**config.mk**
```make
export PLATFORM = sky130hd
export DESIGN_NAME = vpfir_engine
export DESIGN_NICKNAME = d
export VERILOG_FILES = /design/src/rtl/vpfir_pkg.sv /design/src/rtl/vpfir_booth_mul.sv /design/src/rtl/vpfir_serial_mul.sv /design/src/rtl/vpfir_delay_line.sv /design/src/rtl/vpfir_engine.sv
export SDC_FILE = /design/constraint.sdc
export NUM_CORES = 2
export LEC_CHECK = 0
export BUFFER_PORTS_ARGS = -buffer_cell sky130_fd_sc_hd__buf_2
export CORE_UTILIZATION = 30
export DETAILED_ROUTE_END_ITERATION = 8
export PLACE_DENSITY = 0.53
export SYNTH_ARGS = -nofsm -noshare
export SYNTH_HDL_FRONTEND = slang
export SYNTH_SLANG_ARGS = --single-unit
```
**constraint.sdc**
```tcl
create_clock -name clk -period 14.5 [get_ports clk]
set_input_delay 0.725 -clock clk [delete_from_list [all_inputs] [get_ports clk]]
set_output_delay 0.725 -clock clk [all_outputs]
set_load 0.1 [all_outputs]
```
**src/rtl/vpfir_pkg.sv**
```systemverilog
package vpfir_pkg;

  typedef enum logic [1:0] {
    WSEL_16 = 2'd0,
    WSEL_24 = 2'd1,
    WSEL_48 = 2'd2
  } wsel_e;

  typedef enum logic [1:0] {
    ST_IDLE = 2'd0,
    ST_TAP  = 2'd1,
    ST_WAIT = 2'd2,
    ST_OUT  = 2'd3
  } fsm_e;

  // 01 -> 24-bit, 10 -> 48-bit, 00 and 11 -> 16-bit
  function automatic wsel_e width_sel(input logic [1:0] m);
    case (m)
      2'b01:   return WSEL_24;
      2'b10:   return WSEL_48;
      default: return WSEL_16;
    endcase
  endfunction

endpackage

```
**src/rtl/vpfir_booth_mul.sv**
```systemverilog
module vpfir_booth_mul #(
  parameter int W = 16
) (
  input  logic signed [W-1:0]   a,
  input  logic signed [W-1:0]   b,
  output logic signed [2*W-1:0] p
);
  localparam int ND = W / 2;
  localparam int PW = 2 * W;

  logic [W:0]           b_ext;
  logic signed [PW-1:0] a_one;
  logic signed [PW-1:0] a_two;
  logic signed [PW-1:0] pp [ND];

  assign b_ext = {b, 1'b0};
  assign a_one = {{W{a[W-1]}}, a};
  assign a_two = a_one <<< 1;

  generate
    for (genvar i = 0; i < ND; i++) begin : g_digit
      logic [2:0]           trip;
      logic signed [PW-1:0] sel;
      assign trip = b_ext[2*i +: 3];
      always_comb begin
        case (trip)
          3'b001, 3'b010: sel = a_one;
          3'b011:         sel = a_two;
          3'b100:         sel = -a_two;
          3'b101, 3'b110: sel = -a_one;
          default:        sel = '0;
        endcase
      end
      assign pp[i] = sel <<< (2 * i);
    end
  endgenerate

  always_comb begin
    p = '0;
    for (int i = 0; i < ND; i++) p = p + pp[i];
  end
endmodule

```
**src/rtl/vpfir_serial_mul.sv**
```systemverilog
module vpfir_serial_mul #(
  parameter int LANE_W = 24
) (
  input  logic                  clk,
  input  logic                  rst,
  input  logic                  start,
  input  logic                  wide,
  input  logic [2*LANE_W-1:0]   mcand,
  input  logic [2*LANE_W-1:0]   mplier,
  output logic                  busy,
  output logic                  done,
  output logic [4*LANE_W-1:0]   product
);
  localparam int DW = 2 * LANE_W;
  localparam int PW = DW + 2;
  localparam int HW = PW - LANE_W;
  localparam int CW = $clog2(DW + 1);

  logic [PW-1:0]   part_q;
  logic [DW-1:0]   low_q;
  logic [DW-1:0]   mc_q;
  logic [CW-1:0]   cnt_q;
  logic [CW-1:0]   last_q;
  logic            wide_q;

  logic [PW-1:0]   mc_ext;
  logic [PW-1:0]   op;
  logic            cin;
  logic            is_last;
  logic [LANE_W:0] lo_sum;
  logic [HW-1:0]   hi_sum;
  logic [PW-1:0]   sum;
  logic signed [PW+DW-1:0] full;
  logic signed [PW+DW-1:0] full_sh;

  assign mc_ext  = {{2{mc_q[DW-1]}}, mc_q};
  assign is_last = (cnt_q == last_q);

  // final multiplier bit carries negative weight: subtract there
  always_comb begin
    if (!low_q[0]) begin
      op  = '0;
      cin = 1'b0;
    end else if (is_last) begin
      op  = ~mc_ext;
      cin = 1'b1;
    end else begin
      op  = mc_ext;
      cin = 1'b0;
    end
  end

  // two adder slices joined by a carry
  assign lo_sum = {1'b0, part_q[LANE_W-1:0]} + {1'b0, op[LANE_W-1:0]}
                + {{LANE_W{1'b0}}, cin};
  assign hi_sum = part_q[PW-1:LANE_W] + op[PW-1:LANE_W]
                + {{(HW-1){1'b0}}, lo_sum[LANE_W]};
  assign sum    = {hi_sum, lo_sum[LANE_W-1:0]};

  always_ff @(posedge clk) begin
    if (rst) begin
      part_q <= '0;
      low_q  <= '0;
      mc_q   <= '0;
      cnt_q  <= '0;
      last_q <= '0;
      wide_q <= 1'b0;
      busy   <= 1'b0;
      done   <= 1'b0;
    end else begin
      done <= 1'b0;
      if (start) begin
        part_q <= '0;
        low_q  <= mplier;
        mc_q   <= mcand;
        cnt_q  <= '0;
        last_q <= wide ? CW'(DW - 1) : CW'(LANE_W - 1);
        wide_q <= wide;
        busy   <= 1'b1;
      end else if (busy) begin
        part_q <= {sum[PW-1], sum[PW-1:1]};
        low_q  <= {sum[0], low_q[DW-1:1]};
        cnt_q  <= cnt_q + CW'(1);
        if (is_last) begin
          busy <= 1'b0;
          done <= 1'b1;
        end
      end
    end
  end

  assign full    = $signed({part_q, low_q});
  assign full_sh = wide_q ? full : (full >>> LANE_W);
  assign product = full_sh[4*LANE_W-1:0];
endmodule

```
**src/rtl/vpfir_delay_line.sv**
```systemverilog
module vpfir_delay_line #(
  parameter int NTAPS  = 20,
  parameter int LANE_W = 24
) (
  input  logic                       clk,
  input  logic                       rst,
  input  logic                       clr,
  input  logic                       we,
  input  logic                       wide,
  input  logic [2*LANE_W-1:0]        din,
  input  logic [$clog2(NTAPS)-1:0]   k,
  output logic [2*LANE_W-1:0]        dout
);
  localparam int IW = $clog2(NTAPS);
  localparam int PW = IW + 1;

  logic [IW-1:0] wp_q;
  logic [IW-1:0] head_q;
  logic [PW-1:0] rd_sum;
  logic [IW-1:0] rd_idx;

  always_comb begin
    if ({1'b0, head_q} >= {1'b0, k})
      rd_sum = {1'b0, head_q} - {1'b0, k};
    else
      rd_sum = {1'b0, head_q} + PW'(NTAPS) - {1'b0, k};
    rd_idx = rd_sum[IW-1:0];
  end

  always_ff @(posedge clk) begin
    if (rst || clr) begin
      wp_q   <= '0;
      head_q <= '0;
    end else if (we) begin
      head_q <= wp_q;
      wp_q   <= (wp_q == IW'(NTAPS - 1)) ? '0 : wp_q + IW'(1);
    end
  end

  generate
    for (genvar l = 0; l < 2; l++) begin : g_lane
      logic [LANE_W-1:0] mem [NTAPS];
      logic              lane_en;
      if (l == 0) begin : g_lo
        assign lane_en = 1'b1;
      end else begin : g_hi
        assign lane_en = wide;
      end
      always_ff @(posedge clk) begin
        if (rst || clr) begin
          for (int i = 0; i < NTAPS; i++) mem[i] <= '0;
        end else if (we && lane_en) begin
          mem[wp_q] <= din[l*LANE_W +: LANE_W];
        end
      end
      assign dout[l*LANE_W +: LANE_W] = mem[rd_idx];
    end
  endgenerate
endmodule

```
**src/rtl/vpfir_engine.sv**
```systemverilog
module vpfir_engine
  import vpfir_pkg::*;
#(
  parameter int NTAPS    = 20,
  parameter int LANE_W   = 24,
  parameter int NARROW_W = 16
) (
  input  logic                      clk,
  input  logic                      rst,
  input  logic [1:0]                mode,
  input  logic                      coef_we,
  input  logic [$clog2(NTAPS)-1:0]  coef_addr,
  input  logic [2*LANE_W-1:0]       coef_data,
  input  logic                      s_valid,
  output logic                      s_ready,
  input  logic [2*LANE_W-1:0]       s_data,
  output logic                      m_valid,
  output logic [2*LANE_W-1:0]       m_data
);
  localparam int DATA_W = 2 * LANE_W;
  localparam int ADDR_W = $clog2(NTAPS);
  localparam int PROD_W = 2 * DATA_W;
  localparam int ACC_W  = PROD_W + $clog2(NTAPS) + 1;

  fsm_e                     state_q;
  logic [1:0]               mode_q;
  logic [ADDR_W-1:0]        tap_q;
  logic signed [ACC_W-1:0]  acc_q;
  wsel_e                    wsel;
  logic                     is48;
  logic                     last_tap;
  logic                     accept;
  logic                     mode_chg;

  logic [LANE_W-1:0]        c_lo [NTAPS];
  logic [LANE_W-1:0]        c_hi [NTAPS];
  logic [DATA_W-1:0]        coef_cur;
  logic [DATA_W-1:0]        samp;

  logic signed [2*NARROW_W-1:0] booth_p;
  logic signed [ACC_W-1:0]      booth_ext;
  logic [DATA_W-1:0]            ser_a;
  logic [DATA_W-1:0]            ser_b;
  logic                         ser_start;
  logic                         ser_busy;
  logic                         ser_done;
  logic [PROD_W-1:0]            ser_p;
  logic signed [ACC_W-1:0]      ser_ext;
  logic [DATA_W-1:0]            out_word;

  assign wsel     = width_sel(mode_q);
  assign is48     = (wsel == WSEL_48);
  assign last_tap = (tap_q == ADDR_W'(NTAPS - 1));
  assign mode_chg = (state_q == ST_IDLE) && (mode != mode_q);
  assign s_ready  = (state_q == ST_IDLE) && (mode == mode_q);
  assign accept   = s_valid && s_ready;

  // coefficient store: both lanes always loaded, no reset (RAM style)
  always_ff @(posedge clk) begin
    if (coef_we && (coef_addr < ADDR_W'(NTAPS))) begin
      c_lo[coef_addr] <= coef_data[LANE_W-1:0];
      c_hi[coef_addr] <= coef_data[DATA_W-1:LANE_W];
    end
  end
  assign coef_cur = {c_hi[tap_q], c_lo[tap_q]};

  vpfir_delay_line #(.NTAPS(NTAPS), .LANE_W(LANE_W)) u_dline (
    .clk  (clk),
    .rst  (rst),
    .clr  (mode_chg),
    .we   (accept),
    .wide (is48),
    .din  (s_data),
    .k    (tap_q),
    .dout (samp)
  );

  vpfir_booth_mul #(.W(NARROW_W)) u_booth (
    .a (samp[NARROW_W-1:0]),
    .b (coef_cur[NARROW_W-1:0]),
    .p (booth_p)
  );
  assign booth_ext = booth_p;

  assign ser_a     = is48 ? samp : {{LANE_W{samp[LANE_W-1]}}, samp[LANE_W-1:0]};
  assign ser_b     = is48 ? coef_cur
                          : {{LANE_W{coef_cur[LANE_W-1]}}, coef_cur[LANE_W-1:0]};
  assign ser_start = (state_q == ST_TAP) && (wsel != WSEL_16);

  vpfir_serial_mul #(.LANE_W(LANE_W)) u_ser (
    .clk     (clk),
    .rst     (rst),
    .start   (ser_start),
    .wide    (is48),
    .mcand   (ser_a),
    .mplier  (ser_b),
    .busy    (ser_busy),
    .done    (ser_done),
    .product (ser_p)
  );
  assign ser_ext = $signed(ser_p);

  always_comb begin
    case (wsel)
      WSEL_24: out_word = {{(DATA_W-LANE_W){acc_q[2*LANE_W-2]}},
                           acc_q[LANE_W-1 +: LANE_W]};
      WSEL_48: out_word = acc_q[DATA_W-1 +: DATA_W];
      default: out_word = {{(DATA_W-NARROW_W){acc_q[2*NARROW_W-2]}},
                           acc_q[NARROW_W-1 +: NARROW_W]};
    endcase
  end

  always_ff @(posedge clk) begin
    if (rst) begin
      state_q <= ST_IDLE;
      mode_q  <= 2'b00;
      tap_q   <= '0;
      acc_q   <= '0;
      m_valid <= 1'b0;
      m_data  <= '0;
    end else begin
      m_valid <= 1'b0;
      case (state_q)
        ST_IDLE: begin
          if (mode_chg) begin
            mode_q <= mode;
            acc_q  <= '0;
          end else if (accept) begin
            tap_q   <= '0;
            acc_q   <= '0;
            state_q <= ST_TAP;
          end
        end
        ST_TAP: begin
          if (wsel == WSEL_16) begin
            acc_q <= acc_q + booth_ext;
            if (last_tap) state_q <= ST_OUT;
            else          tap_q   <= tap_q + ADDR_W'(1);
          end else begin
            state_q <= ST_WAIT;
          end
        end
        ST_WAIT: begin
          if (ser_done) begin
            acc_q <= acc_q + ser_ext;
            if (last_tap) begin
              state_q <= ST_OUT;
            end else begin
              tap_q   <= tap_q + ADDR_W'(1);
              state_q <= ST_TAP;
            end
          end
        end
        default: begin
          m_valid <= 1'b1;
          m_data  <= out_word;
          state_q <= ST_IDLE;
        end
      endcase
    end
  end
endmodule

```
==> flow_summary.json <==
{
  "status": "finished clean",
  "skew_ns": 0.134,
  "cap_violations": 0,
  "clk_latency_ns": 0.98,
  "die_y_um": 669,
  "gp_congestion": 0.906,
  "yosysSeqAreaShare": 0.610,
  "cp_max_fo": 21,
  "hpwl_um": 277000,
  "slew_headroom": 0.151,
  "report.final.setup_viol": 0,
  "crit_type": "reg2reg",
  "grt_pass1_vias": 84987,
  "synth_top_family_by_area": "multiplexers",
  "start_util": 0.302,
  "synth_cell_type_count": 86,
  "cts_sinks": 2820,
  "synth_compound_area_frac": 0.0665,
  "fin_ws_ns": 0.628,
  "cts_buffer_depth": 4,
  "placementRows": 244,
  "muxShareOfSynthArea": 0.145,
  "hold_path_class": "in2reg",
  "required_ns": 15.36,
  "ys_async_sr_fraction": 0,
  "worstPathArrival_ns": 14.73,
  "grt.overflow.total": 0,
  "vias_per_cell": 5.33,
  "fin_crit_sh": 0.957,
  "grt_max_degree": 127,
  "ctsHoldBuffers": 0,
  "slowest_stage": "fa_4",
  "dp_slack_ns": 0.166,
  "ant_nets": 0,
  "synth_ff_type": "edfxtp_1",
  "track_usage": 0.193,
  "grt_pass1_wl_um": 629000,
  "wl_um": 442000,
  "synth_nets": 9606,
  "cts_tree": "done",
  "synth_adder_area_share": 0.0410,
  "fmax_mhz": 72.1,
  "yosys.area_share.simple": 0.0906,
  "avgSynthCellArea_sq_um": 14.6,
  "endpoint_kind": "flop",
  "drive_above_1_share": 0.221,
  "synth_edf_count": 2496,
  "drt-initial-drc-count": 8594,
  "cts-root-buf": "clkbuf_16",
  "cts_buffers": 315,
  "drc": 0,
  "syn_area_sq_um": 134000,
  "drt-pass1-iter-count": 7,
  "core_sq_um": 442000,
  "wire_per_inst_um": 28.2,
  "die_x_um": 669,
  "htreeDepth": 5,
  "final_nets": 9945,
  "slowest_delay_ns": 0.94,
  "synth-seq-cells": 2820,
  "fill_cells": 42188,
  "route.vias.total": 83396,
  "antenna_found_initial": 77,
  "port_buffers": 156,
  "period_minus_slack_ns": 13.87,
  "synthCells": 9145,
  "cp-start-kind": "flop",
  "hold_violations": 0,
  "die-area_sq_um": 448000,
  "area_growth_pct": 15.7,
  "synth-xor-area-share": 0.0180,
  "worst_pin_slew_ns": 1.27,
  "ys.warnings.count": 0,
  "clk_pin_slew_ns": 0.06,
  "num_io_pins": 157,
  "slew_viol_final": 0
}
==> logic make-up after synthesis <==
logic type	Yosys count
xor gates and xnor gates	270
adders and majority gates	354
and+or+nand+nor	2324
AOI/OAI and AO/OA	1364
buffers and inverters	986
muxes	1027
DFF	2820
==> worst max-delay path: cells and delay by family, from the launching register on <==
kind / cells / cell delay [ns]
compound gates: 27 / 5.01
buf+inv: 12 / 2.16
fa+ha+maj: 9 / 4.09
mux: 3 / 0.62
flops: 1 / 0.43
simple gates: 8 / 1.21
xor+xnor: 1 / 0.20
==> worst paths after layout <==
path	startpoint	endpoint	slack, ns	cells past startpoint
worst min register to register	u_dline.head_q[0]	u_dline.head_q[0]	0.47	2
worst max register to register	tap_q[0]	acc_q[93]	0.63	60
worst max-delay path	tap_q[0]	acc_q[93]	0.63	60
worst min-delay path	coef_data[17]	c_lo[14][17]	0.21	1
==> layout by cell type, fill, tap and decap left out, types with 68 or more instances in the layout <==
cell type | netlist | final
edfxtp_1 | 2496 | 2496
mux4_2 | 726 | 726
buf_4 | 7 | 591
and2_1 | 545 | 545
nor2_1 | 576 | 505
and3_1 | 505 | 505
a21oi_1 | 436 | 426
nand2_1 | 382 | 380
clkbuf_16 | 0 | 321
dfxtp_1 | 324 | 315
mux2i_1 | 278 | 264
inv_1 | 235 | 234
ha_1 | 214 | 204
xnor2_1 | 161 | 161
o21ai_0 | 182 | 160
buf_2 | 40 | 155
fa_1 | 140 | 138
a211oi_1 | 116 | 114
a21o_1 | 106 | 106
xor2_1 | 106 | 105
clkbuf_1 | 607 | 89
o22ai_1 | 78 | 76
a22oi_1 | 72 | 72
clkinv_1 | 6 | 70
nand3_1 | 69 | 68
==> sequential cells by signal, summed over array words and instances (netlist names), named ones only <==
signal	count
m_data	48
u_dline.head_q	5
u_ser.part_q	49
u_ser.low_q	48
u_ser.cnt_q	6
u_ser.done	1
u_dline.g_lane.mem	1536
u_ser.last_q	3
acc_q	95
c_lo	480
tap_q	5
u_ser.mc_q	48
state_q	2
u_ser.busy	1
c_hi	480
m_valid	1
u_dline.wp_q	5
mode_q	2
==> metrics by stage <==
step | setup TNS, ns | std cells | instance area (sq um) | hold slack [ns] | utilization
after CTS | 0 | 15618 | 154000 | 0.133 | 0.348
after detailed placement | 0 | 15050 | 144000 | 0.452 | 0.326
after global routing | -0.0749 | 15644 | 155000 | 0.175 | 0.349
after floorplan | 0 | 9145 | 134000 | 0.436 | -
after global placement | 0 | 15050 | 144000 | 0.443 | 0.326
final | 0 | 15661 | 155000 | 0.212 | 0.349
==> per-layer routing <==
layer | vias to the layer above | global-route usage | part of all wire
met1 | 43644 | 0.260 | 0.42
met4 | 30 | 0.0582 | 0.032
met5 | - | 0 | 0.00044
li1 | 35767 | - | -
met2 | 3201 | 0.317 | 0.47
met3 | 754 | 0.0358 | 0.074
==> cell type report <==
cell class	count	area [sq um]	area share
Sequential cell	2820	81500	0.527
Multi-Input combinational cell	5339	49400	0.320
Clock buffer	418	8450	0.0547
Tap cell	5904	7390	0.0478
Timing Repair Buffer	764	5570	0.0360
Clock inverter	150	1280	0.00829
Inverter	244	916	0.00593
Antenna cell	22	55.1	0.000356
==> cells in the mapped netlist (21+ instances only) <==
cell,count,share of area
a311oi_1,26,0.0017
a21o_1,106,0.0060
or2_2,23,0.0011
o21bai_1,37,0.0021
nand3_1,69,0.0026
mux2i_1,278,0.021
a21oi_1,436,0.016
a211oi_1,116,0.0065
and2_1,545,0.026
buf_1,80,0.0022
o22ai_1,78,0.0037
nor2_1,576,0.016
nor3_1,58,0.0022
a22o_1,25,0.0016
and3_1,505,0.024
dfxtp_1,324,0.049
xor2_1,106,0.0070
inv_1,235,0.0066
nor2b_1,46,0.0022
nand2b_1,29,0.0014
a22oi_1,72,0.0040
nand2_1,382,0.011
fa_1,140,0.021
mux4_2,726,0.12
a221oi_1,37,0.0024
xnor2_1,161,0.011
edfxtp_1,2496,0.56
nand4_1,36,0.0017
o31ai_1,27,0.0015
o221ai_1,30,0.0020
a31oi_1,21,0.00098
clkbuf_1,607,0.017
o21ai_0,182,0.0068
ha_1,214,0.020
o211ai_1,33,0.0019
o21a_1,27,0.0015
buf_2,40,0.0015
==> repair_timing <==
| action | in CTS | in global routing |
|---|---|---|
| gates resized for setup | 0 | 50 |
| buffers inserted | 0 | 19 |
| endpoints found under the setup margin | 0 | 34 |
Power is left out: the tool's default activity adds up to more than one toggle a clock period on the data nets, which glitch-free logic cannot reach.
